File: src/rtl/dgs_pkg.sv
package dgs_pkg;
  localparam int SAMPLE_W = 24;

  typedef logic signed [SAMPLE_W-1:0] sample_t;

  localparam sample_t SMP_MAX = {1'b0, {(SAMPLE_W-1){1'b1}}};
  localparam sample_t SMP_MIN = {1'b1, {(SAMPLE_W-1){1'b0}}};

  typedef struct packed {
    logic softmute;
    logic osr;
    logic zmute_en;
    logic inv_r;
    logic inv_l;
  } ctrl_t;

  localparam ctrl_t CTRL_RESET = '{softmute: 1'b1, osr: 1'b0, zmute_en: 1'b0,
                                   inv_r: 1'b0, inv_l: 1'b0};

  // negation clamped so that the most negative value maps to the most positive
  function automatic sample_t negate_sat(sample_t x);
    return (x == SMP_MIN) ? SMP_MAX : -x;
  endfunction
endpackage

File: src/rtl/dgs_ctrl_regs.sv
module dgs_ctrl_regs
  import dgs_pkg::*;
(
  input  logic        clk,
  input  logic        rst_n,
  input  logic        reg_wr,
  input  logic        reg_addr,
  input  logic [6:0]  reg_wdata,
  output ctrl_t       ctrl,
  output logic [1:0]  ch_en
);
  logic [1:0] unused_wbits;
  assign unused_wbits = reg_wdata[5:4];

  logic wr_ctrl, wr_en;
  assign wr_ctrl = reg_wr && !reg_addr;
  assign wr_en   = reg_wr &&  reg_addr;

  always_ff @(posedge clk or negedge rst_n) begin
    if (!rst_n) begin
      ctrl  <= CTRL_RESET;
      ch_en <= '0;
    end else begin
      if (wr_ctrl) begin
        ctrl.inv_l    <= reg_wdata[0];
        ctrl.inv_r    <= reg_wdata[1];
        ctrl.zmute_en <= reg_wdata[2];
        ctrl.osr      <= reg_wdata[3];
        ctrl.softmute <= reg_wdata[6];
      end
      if (wr_en) ch_en <= reg_wdata[1:0];
    end
  end

  // soft-mute bit follows the written bit 6
  a_r10_softmute_write: assert property (@(posedge clk) disable iff (!rst_n)
    wr_ctrl |=> ctrl.softmute == $past(reg_wdata[6]));
  // enable register untouched by control writes
  a_r6_enable_isolated: assert property (@(posedge clk) disable iff (!rst_n)
    (reg_wr && !reg_addr) |=> $stable(ch_en));
endmodule

File: src/rtl/dgs_zero_watch.sv
module dgs_zero_watch
  import dgs_pkg::*;
#(
  parameter int ZERO_RUN = 1024
) (
  input  logic    clk,
  input  logic    rst_n,
  input  logic    smp_valid,
  input  sample_t smp_l,
  input  sample_t smp_r,
  input  logic    zmute_en,
  output logic    zmute_active
);
  localparam int CW = $clog2(ZERO_RUN + 1);
  localparam logic [CW-1:0] RUN_END = CW'(ZERO_RUN);

  logic [CW-1:0] run_cnt;
  logic          both_zero;
  logic          run_full;

  assign both_zero = (smp_l == '0) && (smp_r == '0);
  assign run_full  = (run_cnt == RUN_END);

  always_ff @(posedge clk or negedge rst_n) begin
    if (!rst_n)
      run_cnt <= '0;
    else if (smp_valid) begin
      if (!both_zero)    run_cnt <= '0;
      else if (!run_full) run_cnt <= run_cnt + 1'b1;
    end
  end

  assign zmute_active = zmute_en && run_full;

  // a non-zero sample releases zero-run mute at once
  a_r7_release_on_signal: assert property (@(posedge clk) disable iff (!rst_n)
    (smp_valid && !both_zero) |=> !zmute_active);
  // zero-run mute never active while disabled
  a_r7_needs_enable: assert property (@(posedge clk) disable iff (!rst_n)
    zmute_active |-> zmute_en);
endmodule

File: src/rtl/dgs_gain_ramp.sv
module dgs_gain_ramp #(
  parameter int GAIN_W    = 12,
  parameter int RAMP_STEP = 64
) (
  input  logic              clk,
  input  logic              rst_n,
  input  logic              smp_valid,
  input  logic              mute_req,
  input  logic [GAIN_W-1:0] target,
  output logic [GAIN_W-1:0] cur_gain
);
  localparam logic [GAIN_W-1:0] STEP_V = GAIN_W'(RAMP_STEP);

  function automatic logic [GAIN_W-1:0] step_toward(logic [GAIN_W-1:0] cur,
                                                    logic [GAIN_W-1:0] goal);
    if (cur < goal)
      return ((goal - cur) <= STEP_V) ? goal : cur + STEP_V;
    else if (cur > goal)
      return ((cur - goal) <= STEP_V) ? goal : cur - STEP_V;
    else
      return cur;
  endfunction

  logic [GAIN_W-1:0] goal, next_gain;
  assign goal      = mute_req ? '0 : target;
  assign next_gain = step_toward(cur_gain, goal);

  always_ff @(posedge clk or negedge rst_n) begin
    if (!rst_n)         cur_gain <= '0;
    else if (smp_valid) cur_gain <= next_gain;
  end

  // no more than one step per strobe
  a_r3_step_bounded: assert property (@(posedge clk) disable iff (!rst_n)
    $past(smp_valid) |-> (((cur_gain >= $past(cur_gain)) ? (cur_gain - $past(cur_gain))
                                                          : ($past(cur_gain) - cur_gain)) <= STEP_V));
  // rising ramp never passes the target
  a_r3_no_overshoot: assert property (@(posedge clk) disable iff (!rst_n)
    (smp_valid && !mute_req && cur_gain <= target) |=> cur_gain <= $past(target));
  // muted and at zero stays at zero
  a_r2_floor_zero: assert property (@(posedge clk) disable iff (!rst_n)
    (mute_req && cur_gain == '0) |=> cur_gain == '0);
  // gain moves only on strobes
  a_r9_gain_on_strobe: assert property (@(posedge clk) disable iff (!rst_n)
    !smp_valid |=> $stable(cur_gain));
endmodule

File: src/rtl/dgs_chan_out.sv
module dgs_chan_out
  import dgs_pkg::*;
#(
  parameter int GAIN_W    = 12,
  parameter int GAIN_FRAC = 10
) (
  input  logic              clk,
  input  logic              rst_n,
  input  logic              smp_valid,
  input  sample_t           sample_in,
  input  logic [GAIN_W-1:0] gain,
  input  logic              invert,
  input  logic              enable,
  output sample_t           sample_out
);
  localparam int PW = SAMPLE_W + GAIN_W + 1;
  localparam logic signed [PW-1:0] HI = {{(PW-SAMPLE_W+1){1'b0}}, {(SAMPLE_W-1){1'b1}}};
  localparam logic signed [PW-1:0] LO = ~HI;

  function automatic sample_t scale_sat(sample_t s, logic [GAIN_W-1:0] g);
    logic signed [PW-1:0] prod;
    logic signed [PW-1:0] shf;
    prod = $signed(s) * $signed({1'b0, g});
    shf  = prod >>> GAIN_FRAC;
    if (shf > HI)      return SMP_MAX;
    else if (shf < LO) return SMP_MIN;
    else               return shf[SAMPLE_W-1:0];
  endfunction

  sample_t scaled, shaped;
  assign scaled = scale_sat(sample_in, gain);
  assign shaped = invert ? negate_sat(scaled) : scaled;

  always_ff @(posedge clk or negedge rst_n) begin
    if (!rst_n)         sample_out <= '0;
    else if (smp_valid) sample_out <= enable ? shaped : '0;
  end

  // disabled channel emits zero
  a_r6_disabled_zero: assert property (@(posedge clk) disable iff (!rst_n)
    (smp_valid && !enable) |=> sample_out == '0);
  // inverted output never reaches the most negative code
  a_r5_invert_saturates: assert property (@(posedge clk) disable iff (!rst_n)
    (smp_valid && enable && invert) |=> sample_out != SMP_MIN);
  // zero gain gives zero output
  a_r4_zero_gain: assert property (@(posedge clk) disable iff (!rst_n)
    (smp_valid && gain == '0) |=> sample_out == '0);
endmodule

File: src/rtl/dac_gain_stage.sv
module dac_gain_stage
  import dgs_pkg::*;
#(
  parameter int GAIN_W    = 12,
  parameter int GAIN_FRAC = 10,
  parameter int RAMP_STEP = 64,
  parameter int ZERO_RUN  = 1024
) (
  input  logic              clk,
  input  logic              rst_n,
  input  logic              smp_valid,
  input  logic [23:0]       smp_left,
  input  logic [23:0]       smp_right,
  input  logic [GAIN_W-1:0] gain_left,
  input  logic [GAIN_W-1:0] gain_right,
  input  logic              reg_wr,
  input  logic              reg_addr,
  input  logic [6:0]        reg_wdata,
  output logic              out_valid,
  output logic [23:0]       out_left,
  output logic [23:0]       out_right,
  output logic              osr_sel
);
  localparam int NCH = 2;

  ctrl_t      ctrl;
  logic [1:0] ch_en;
  logic       zmute_active;
  logic       mute_req;

  dgs_ctrl_regs u_regs (
    .clk       (clk),
    .rst_n     (rst_n),
    .reg_wr    (reg_wr),
    .reg_addr  (reg_addr),
    .reg_wdata (reg_wdata),
    .ctrl      (ctrl),
    .ch_en     (ch_en)
  );

  dgs_zero_watch #(.ZERO_RUN(ZERO_RUN)) u_zero (
    .clk          (clk),
    .rst_n        (rst_n),
    .smp_valid    (smp_valid),
    .smp_l        (sample_t'(smp_left)),
    .smp_r        (sample_t'(smp_right)),
    .zmute_en     (ctrl.zmute_en),
    .zmute_active (zmute_active)
  );

  assign mute_req = ctrl.softmute || zmute_active;

  sample_t           ch_in  [NCH];
  sample_t           ch_out [NCH];
  logic [GAIN_W-1:0] ch_tgt [NCH];
  logic [GAIN_W-1:0] ch_gain[NCH];
  logic [NCH-1:0]    ch_inv;

  assign ch_in[0]  = sample_t'(smp_left);
  assign ch_in[1]  = sample_t'(smp_right);
  assign ch_tgt[0] = gain_left;
  assign ch_tgt[1] = gain_right;
  assign ch_inv    = {ctrl.inv_r, ctrl.inv_l};

  for (genvar c = 0; c < NCH; c++) begin : g_ch
    dgs_gain_ramp #(.GAIN_W(GAIN_W), .RAMP_STEP(RAMP_STEP)) u_ramp (
      .clk       (clk),
      .rst_n     (rst_n),
      .smp_valid (smp_valid),
      .mute_req  (mute_req),
      .target    (ch_tgt[c]),
      .cur_gain  (ch_gain[c])
    );
    dgs_chan_out #(.GAIN_W(GAIN_W), .GAIN_FRAC(GAIN_FRAC)) u_out (
      .clk        (clk),
      .rst_n      (rst_n),
      .smp_valid  (smp_valid),
      .sample_in  (ch_in[c]),
      .gain       (ch_gain[c]),
      .invert     (ch_inv[c]),
      .enable     (ch_en[c]),
      .sample_out (ch_out[c])
    );
  end

  always_ff @(posedge clk or negedge rst_n) begin
    if (!rst_n) out_valid <= 1'b0;
    else        out_valid <= smp_valid;
  end

  assign out_left  = ch_out[0];
  assign out_right = ch_out[1];
  assign osr_sel   = ctrl.osr;

  // one result per strobe, one cycle later
  a_r9_valid_follows: assert property (@(posedge clk) disable iff (!rst_n)
    smp_valid |=> out_valid);
  a_r9_valid_single: assert property (@(posedge clk) disable iff (!rst_n)
    !smp_valid |=> !out_valid);
  // oversampling select only moves on a control write
  a_r8_osr_hold: assert property (@(posedge clk) disable iff (!rst_n)
    !(reg_wr && !reg_addr) |=> $stable(osr_sel));
endmodule

File: config.mk
export PLATFORM = sky130hd
export DESIGN_NAME = dac_gain_stage
export DESIGN_NICKNAME = d
export VERILOG_FILES = /design/src/rtl/dgs_pkg.sv /design/src/rtl/dgs_ctrl_regs.sv /design/src/rtl/dgs_zero_watch.sv /design/src/rtl/dgs_gain_ramp.sv /design/src/rtl/dgs_chan_out.sv /design/src/rtl/dac_gain_stage.sv
export SDC_FILE = /design/constraint.sdc
export NUM_CORES = 2
export LEC_CHECK = 0
export ABC_AREA = 1
export CAP_MARGIN = 0
export CORE_ASPECT_RATIO = 1.75
export CORE_MARGIN = 4
export CORE_UTILIZATION = 65
export DETAILED_ROUTE_END_ITERATION = 6
export GPL_ROUTABILITY_DRIVEN = 0
export PLACE_DENSITY = 0.9
export SKIP_LAST_GASP = 1
export SYNTH_ARGS = -nofsm -noshare
export SYNTH_HDL_FRONTEND = slang
export SYNTH_SLANG_ARGS = --single-unit
File: constraint.sdc
create_clock -name clk -period 9.7 [get_ports clk]
set_clock_uncertainty 0.1 [all_clocks]
set_input_delay 1.94 -clock clk [delete_from_list [all_inputs] [get_ports clk]]
set_output_delay 1.94 -clock clk [all_outputs]
set_load 0.01 [all_outputs]
Word level (Yosys, flattened, before mapping)
Cells that the tools add are included.
- output and inout bits: 50
- register bits: 91
- input bits: 84
- eq/ne operators: 4
- add/sub/neg operators: 11
- reduce and logical (&&, ||, !) cells: 13
- muxes and demuxes: 22
- $lt $le $gt $ge: 12
- multiply operators: 2
- operators by type and width (cell ; number):
    $mux 24 ; 10
    $mux 12 ; 10
    $mul 24x13->37 ; 2
    $gt 27x24->1 const B ; 2
    $lt 27x24->1 const B ; 2
    $eq 24x24->1 const B ; 2
    $le 12x7->1 const B ; 4
    $logic_not 24->1 ; 2
    $neg 24->24 ; 2
    $sub 12x12->12 ; 4
    $add 12x7->12 const B ; 2
    $gt 12x12->1 ; 2
    $lt 12x12->1 ; 2
    $sub 12x7->12 const B ; 2
    $mux 11 ; 2
    $add 11x1->11 const B ; 1
    $eq 11x11->1 const B ; 1
    $reduce_and 2->1 ; 3
    $logic_and 1x1->1 ; 4
    $reduce_bool 2->1 ; 2
    $ne 2x2->1 const B ; 1
    $logic_not 1->1 ; 1
    $logic_or 1x1->1 ; 1

Depth between registers and ports, before layout
- depth in word-level cells: 9
- depth in mapped cells: 45
- gate-level depth less buffers: 42

Modules after synthesis
Synthesis repeated with hierarchy kept, for this count alone.
- cell total of the unflattened synthesis: 4598
- area total of the unflattened synthesis: 31401.4 um^2
- modules (own cells, without submodules) (module ; instances ; area an instance (um^2) ; sequential area each (um^2) ; cells each):
    dgs_chan_out (g_ch[1].u_out) ; 1 ; 12693.4 ; 600.6 ; 1783
    dgs_chan_out (g_ch[0].u_out) ; 1 ; 12633.4 ; 600.6 ; 1779
    dgs_gain_ramp (g_ch[1].u_ramp) ; 1 ; 2409.8 ; 300.3 ; 422
    dgs_gain_ramp (g_ch[0].u_ramp) ; 1 ; 2356.0 ; 300.3 ; 413
    dgs_zero_watch ; 1 ; 975.9 ; 275.3 ; 165
    dgs_ctrl_regs ; 1 ; 296.5 ; 176.4 ; 32
    dac_gain_stage ; 1 ; 36.3 ; 25.0 ; 4

Worst setup path after synthesis
No wires, ideal clock.
- kind: input -> register
- from: input smp_right[23]
- to: register g_ch[1].u_out.sample_out[23]
- required time: 9482 ps
- arrival: 8142 ps
- path buffers: 5
- path slack: 1340 ps
- cell stages on the path: 34
- path through: clkbuf_1 > nand2_1 > fa_1 > fa_1 > inv_1 > fa_1 > fa_1 > inv_1 > fa_1 > inv_1 > ha_1 > a21oi_1 > nor2_1 > nor2_1 > nor2_1 > a211oi_1 > nand3_1 > nand2_4 > inv_2 > nand2_4 > buf_12 > buf_6 > buf_2 > nand2_1 > inv_1 > ha_1 > nand2_1 > nor2_4 > nand3_2 > nor2_4 > nand3_4 > buf_6 > nand4_1 > nand2_1
- longest elaborated chain between the ends: 8
- elaborated cells between the ends (all ways): 10
- classes of those cells: add/sub: 1; mul: 1; order compare: 2; eq/ne: 1; mux: 5
- RTL lines (what ; RTL line ; source):
    start, declared ; dac_gain_stage.sv:13 ; input logic [23:0] smp_right,
    $mul 24x13->37 * ; dgs_chan_out.sv:23 ; prod = $signed(s) * $signed({1'b0, g});
    $lt 27x24->1 ; dgs_chan_out.sv:26 ; else if (shf < LO) return SMP_MIN;
    $mux 24 ; dgs_chan_out.sv:26 ;
    $mux 24 * ; dgs_chan_out.sv:25 ; if (shf > HI) return SMP_MAX;
    $neg 24->24 or $eq 24x24->1 (tied branches) ; dgs_pkg.sv:22 ; return (x == SMP_MIN) ? SMP_MAX : -x;
    $mux 24 ; dgs_pkg.sv:22 ;
    $mux 24 * ; dgs_chan_out.sv:32 ; assign shaped = invert ? negate_sat(scaled) : scaled;
    $mux 24 * ; dgs_chan_out.sv:36 ; else if (smp_valid) sample_out <= enable ? shaped : '0;
    end signal, assigned ; dgs_chan_out.sv:36 ;
    end, declared ; dgs_chan_out.sv:14 ; output sample_t sample_out
Mark *: on every way between the ends. The rest lies on a longest branch, timed or not.
A chain may end at the register's enable or synchronous reset.

Final worst setup path
- from: input smp_left[15]
- to: register g_ch[0].u_out.sample_out[8]
- longest elaborated chain between the ends: 8
- elaborated cells between the ends (all ways): 10
- classes of those cells: add/sub: 1; mul: 1; order compare: 2; eq/ne: 1; mux: 5
- RTL lines (what ; RTL line ; source):
    start, declared ; dac_gain_stage.sv:12 ; input logic [23:0] smp_left,
    $mul 24x13->37 * ; dgs_chan_out.sv:23 ;
    $lt 27x24->1 ; dgs_chan_out.sv:26 ;
    $mux 24 ; dgs_chan_out.sv:26 ;
    $mux 24 * ; dgs_chan_out.sv:25 ;
    $neg 24->24 or $eq 24x24->1 (tied branches) ; dgs_pkg.sv:22 ;
    $mux 24 ; dgs_pkg.sv:22 ;
    $mux 24 * ; dgs_chan_out.sv:32 ;
    $mux 24 * ; dgs_chan_out.sv:36 ;
    end signal, assigned ; dgs_chan_out.sv:36 ;
    end, declared ; dgs_chan_out.sv:14 ;
Marks and branches as above.

==> impl_metrics.ini <==
[layout]
multi_input_area_mm2 = 0.0228
nets = 5148
fillers = 3513
regArea_mm2 = 0.00228
final_cell_mix = nand2_1 (1269), inv_1 (1161), fa_1 (514), ha_1 (212), nor2_1 (176)
area_delta_synth_final_pct = 7.14
final_common_cell = nand2_1
drive_above_1_share_pct = 3.82

[floorplanning]
ioPinCount = 134
initial_core_util_pct = 65.6
die-area_mm2 = 0.0500
row_count = 104
die_x_um = 171
coreArea_mm2 = 0.0459
dieHeight_um = 293

[setup_path]
worstPathArrival_ns = 9.44
critPathRequiredTime_ns = 9.91
worst_setup_path_end_kind = flip-flop
path_class = in2reg
critPathLaunchType = input port
cp_max_fo = 17
cp_slowest_cell = fa_1
max_stage_delay_ns = 0.76

[sta]
tightest_slew_ns = 1.21
fmax_mhz = 108
setup_viol = 0
fin_crit_ns = 9.23
slew_headroom_pct = 19.6
grt_setup_unrepaired = no
fin_crit_sh_pct = 95.1
hold_viol = 0
setup_tns_ns = 0
slew_violations = 0

[route]
drcViolationCount = 1
drt_iter0_markers = 1950
drt-pass1-iter-count = 7
wire_per_inst_um = 17.3
wl_um = 85300
via_per_inst = 5.64
ant_nets = 0
vias = 27800

[min_path]
holdCritPathClass = reg2reg

[clock_tree]
tritoncts = done
cts.sink_count = 91
cts_hold_buf = 0
clockBufferDepth = 2
cts_root_buffer = clkbuf_16
cts_buffers = 9
clkTransAtPathRegs_ns = 0.08
htree_levels = 3
cts_resized = 0
cts_setup_buffers = 0
insertion_delay_ns = 0.39

[grt]
antenna_found_initial = 6
grtUsageTotal_pct = 35.6
grt-ovfl-total = 0
grt_pass1_wl_um = 142000
grt_max_degree = 54
grt_pass1_vias = 30600

[synthesis]
post_synth.cell_area_avg_um2 = 7.02
syn_nets = 5101
seq_area_frac_synth_pct = 7.57
synth_edf_count = 0
synth_area_mm2 = 0.0301
async_flop_share_pct = 100
synth_cell_types = 53
synth_seq_cells = 91
synth_cells = 4291
synth_ff_type = dfrtp_1
yosysWarningCount = 0

[placed_design]
numPortBuffers = 131
dp_hpwl_um = 68200

[run]
drv_cap = 0

[run_status]
violations = design-rule violations
status = finished with violations
==> metal layers <==
| layer | part of all wire, % | up-vias | track usage [%] |
|---|---|---|---|
| li1 | - | 12600 | - |
| met1 | 29 | 13100 | 32.4 |
| met2 | 52 | 1423 | 64.2 |
| met3 | 7.3 | 705 | 7.83 |
| met4 | 11 | 4 | 32.1 |
| met5 | 0.032 | - | 0 |
==> final timing paths <==
path | start | endpoint | slack (ns) | depth (start not counted)
worst max-delay path | smp_left[15] | g_ch[0].u_out.sample_out[8] | 0.47 | 39
worst min-delay path | u_regs.ctrl[4] | u_regs.ctrl[4] | 0.37 | 2
worst max register to register | g_ch[0].u_ramp.cur_gain[6] | g_ch[0].u_out.sample_out[8] | 1.65 | 34
worst min register to register | u_regs.ctrl[4] | u_regs.ctrl[4] | 0.37 | 2
max in group asynchronous | rst_n | g_ch[1].u_ramp.cur_gain[5] | 6.89 | 2
min in group asynchronous | rst_n | u_zero.run_cnt[9] | 1.49 | 1
==> critical path: cells and delay by family <==
kind	cells	cell delay [ns]
buf+inv	11	1.68
compound gates	2	0.21
simple gates	19	2.20
fa+ha+maj	7	3.38
==> sequential cells by signal, summed over array words and instances (netlist names) <==
signal / cells
g_ch.u_out.sample_out: 48
g_ch.u_ramp.cur_gain: 24
u_zero.run_cnt: 11
u_regs.ctrl: 5
u_regs.ch_en: 2
out_valid: 1
==> synthesized netlist by cell type (3+ instances only) <==
cell / n / area (um^2)
inv_2: 4 / 15.0
nand4_1: 29 / 181
a21boi_0: 5 / 37.5
a21oi_1: 126 / 631
buf_6: 7 / 78.8
o21a_1: 3 / 22.5
o21ai_1: 19 / 95.1
o21ai_0: 89 / 445
nand3b_1: 10 / 75.1
nand3_2: 13 / 130
a221oi_1: 3 / 26.3
nand3_1: 127 / 636
buf_1: 35 / 131
nor3b_1: 4 / 30.0
nor2_2: 17 / 106
clkbuf_1: 98 / 368
o2111ai_1: 3 / 26.3
xor2_1: 67 / 587
nor2_4: 4 / 45.0
buf_4: 3 / 22.5
nor3_1: 31 / 155
o21bai_1: 13 / 97.6
nand2_1: 1269 / 4760
nor4_1: 21 / 131
inv_1: 1162 / 4360
nand2_4: 8 / 90.1
or2_2: 3 / 18.8
xnor2_1: 32 / 280
buf_2: 14 / 70.1
o211ai_1: 10 / 75.1
fa_1: 514 / 10300
nand2_2: 31 / 194
ha_1: 212 / 2650
a31oi_1: 5 / 31.3
a21o_1: 12 / 90.1
nor2_1: 176 / 661
dfrtp_1: 90 / 2250
==> logic make-up after synthesis <==
family | Yosys count | synth area share [%]
AND/OR/NAND/NOR | 1752 | 24.2
buffers and inverters | 1325 | 16.8
adder cells (fa/ha/maj) | 726 | 43.0
AO/OA/AOI/OAI | 297 | 5.47
XOR/XNOR | 99 | 2.88
flip-flops | 91 | 7.57
multiplexers | 1 | 0.0374
==> stage by stage <==
step	setup slack, ns	utilization [%]	std cells	area (um^2)	hold slack [ns]
floorplan	1.34	-	4291	30100	0.345
detailed placement	0.265	69.5	4910	31900	0.367
finish	0.473	70.2	4931	32300	0.373
global route	0.00933	70.2	4929	32300	0.410
global placement	0.426	69.5	4910	31900	0.361
CTS	0.635	70.2	4926	32200	0.376
==> layout make-up <==
class                   count  area share, %
flip-flops and latches     91           7.06
clock buffers              10          0.710
well taps                 583           2.26
repair buffers            195           5.59
inverters                1166           13.6
clock inverters             6          0.221
multi-input cells        2875           70.6
diodes                      5         0.0388
Power is left out: the tool's default activity adds up to more than one toggle a clock period on the data nets, which glitch-free logic cannot reach.
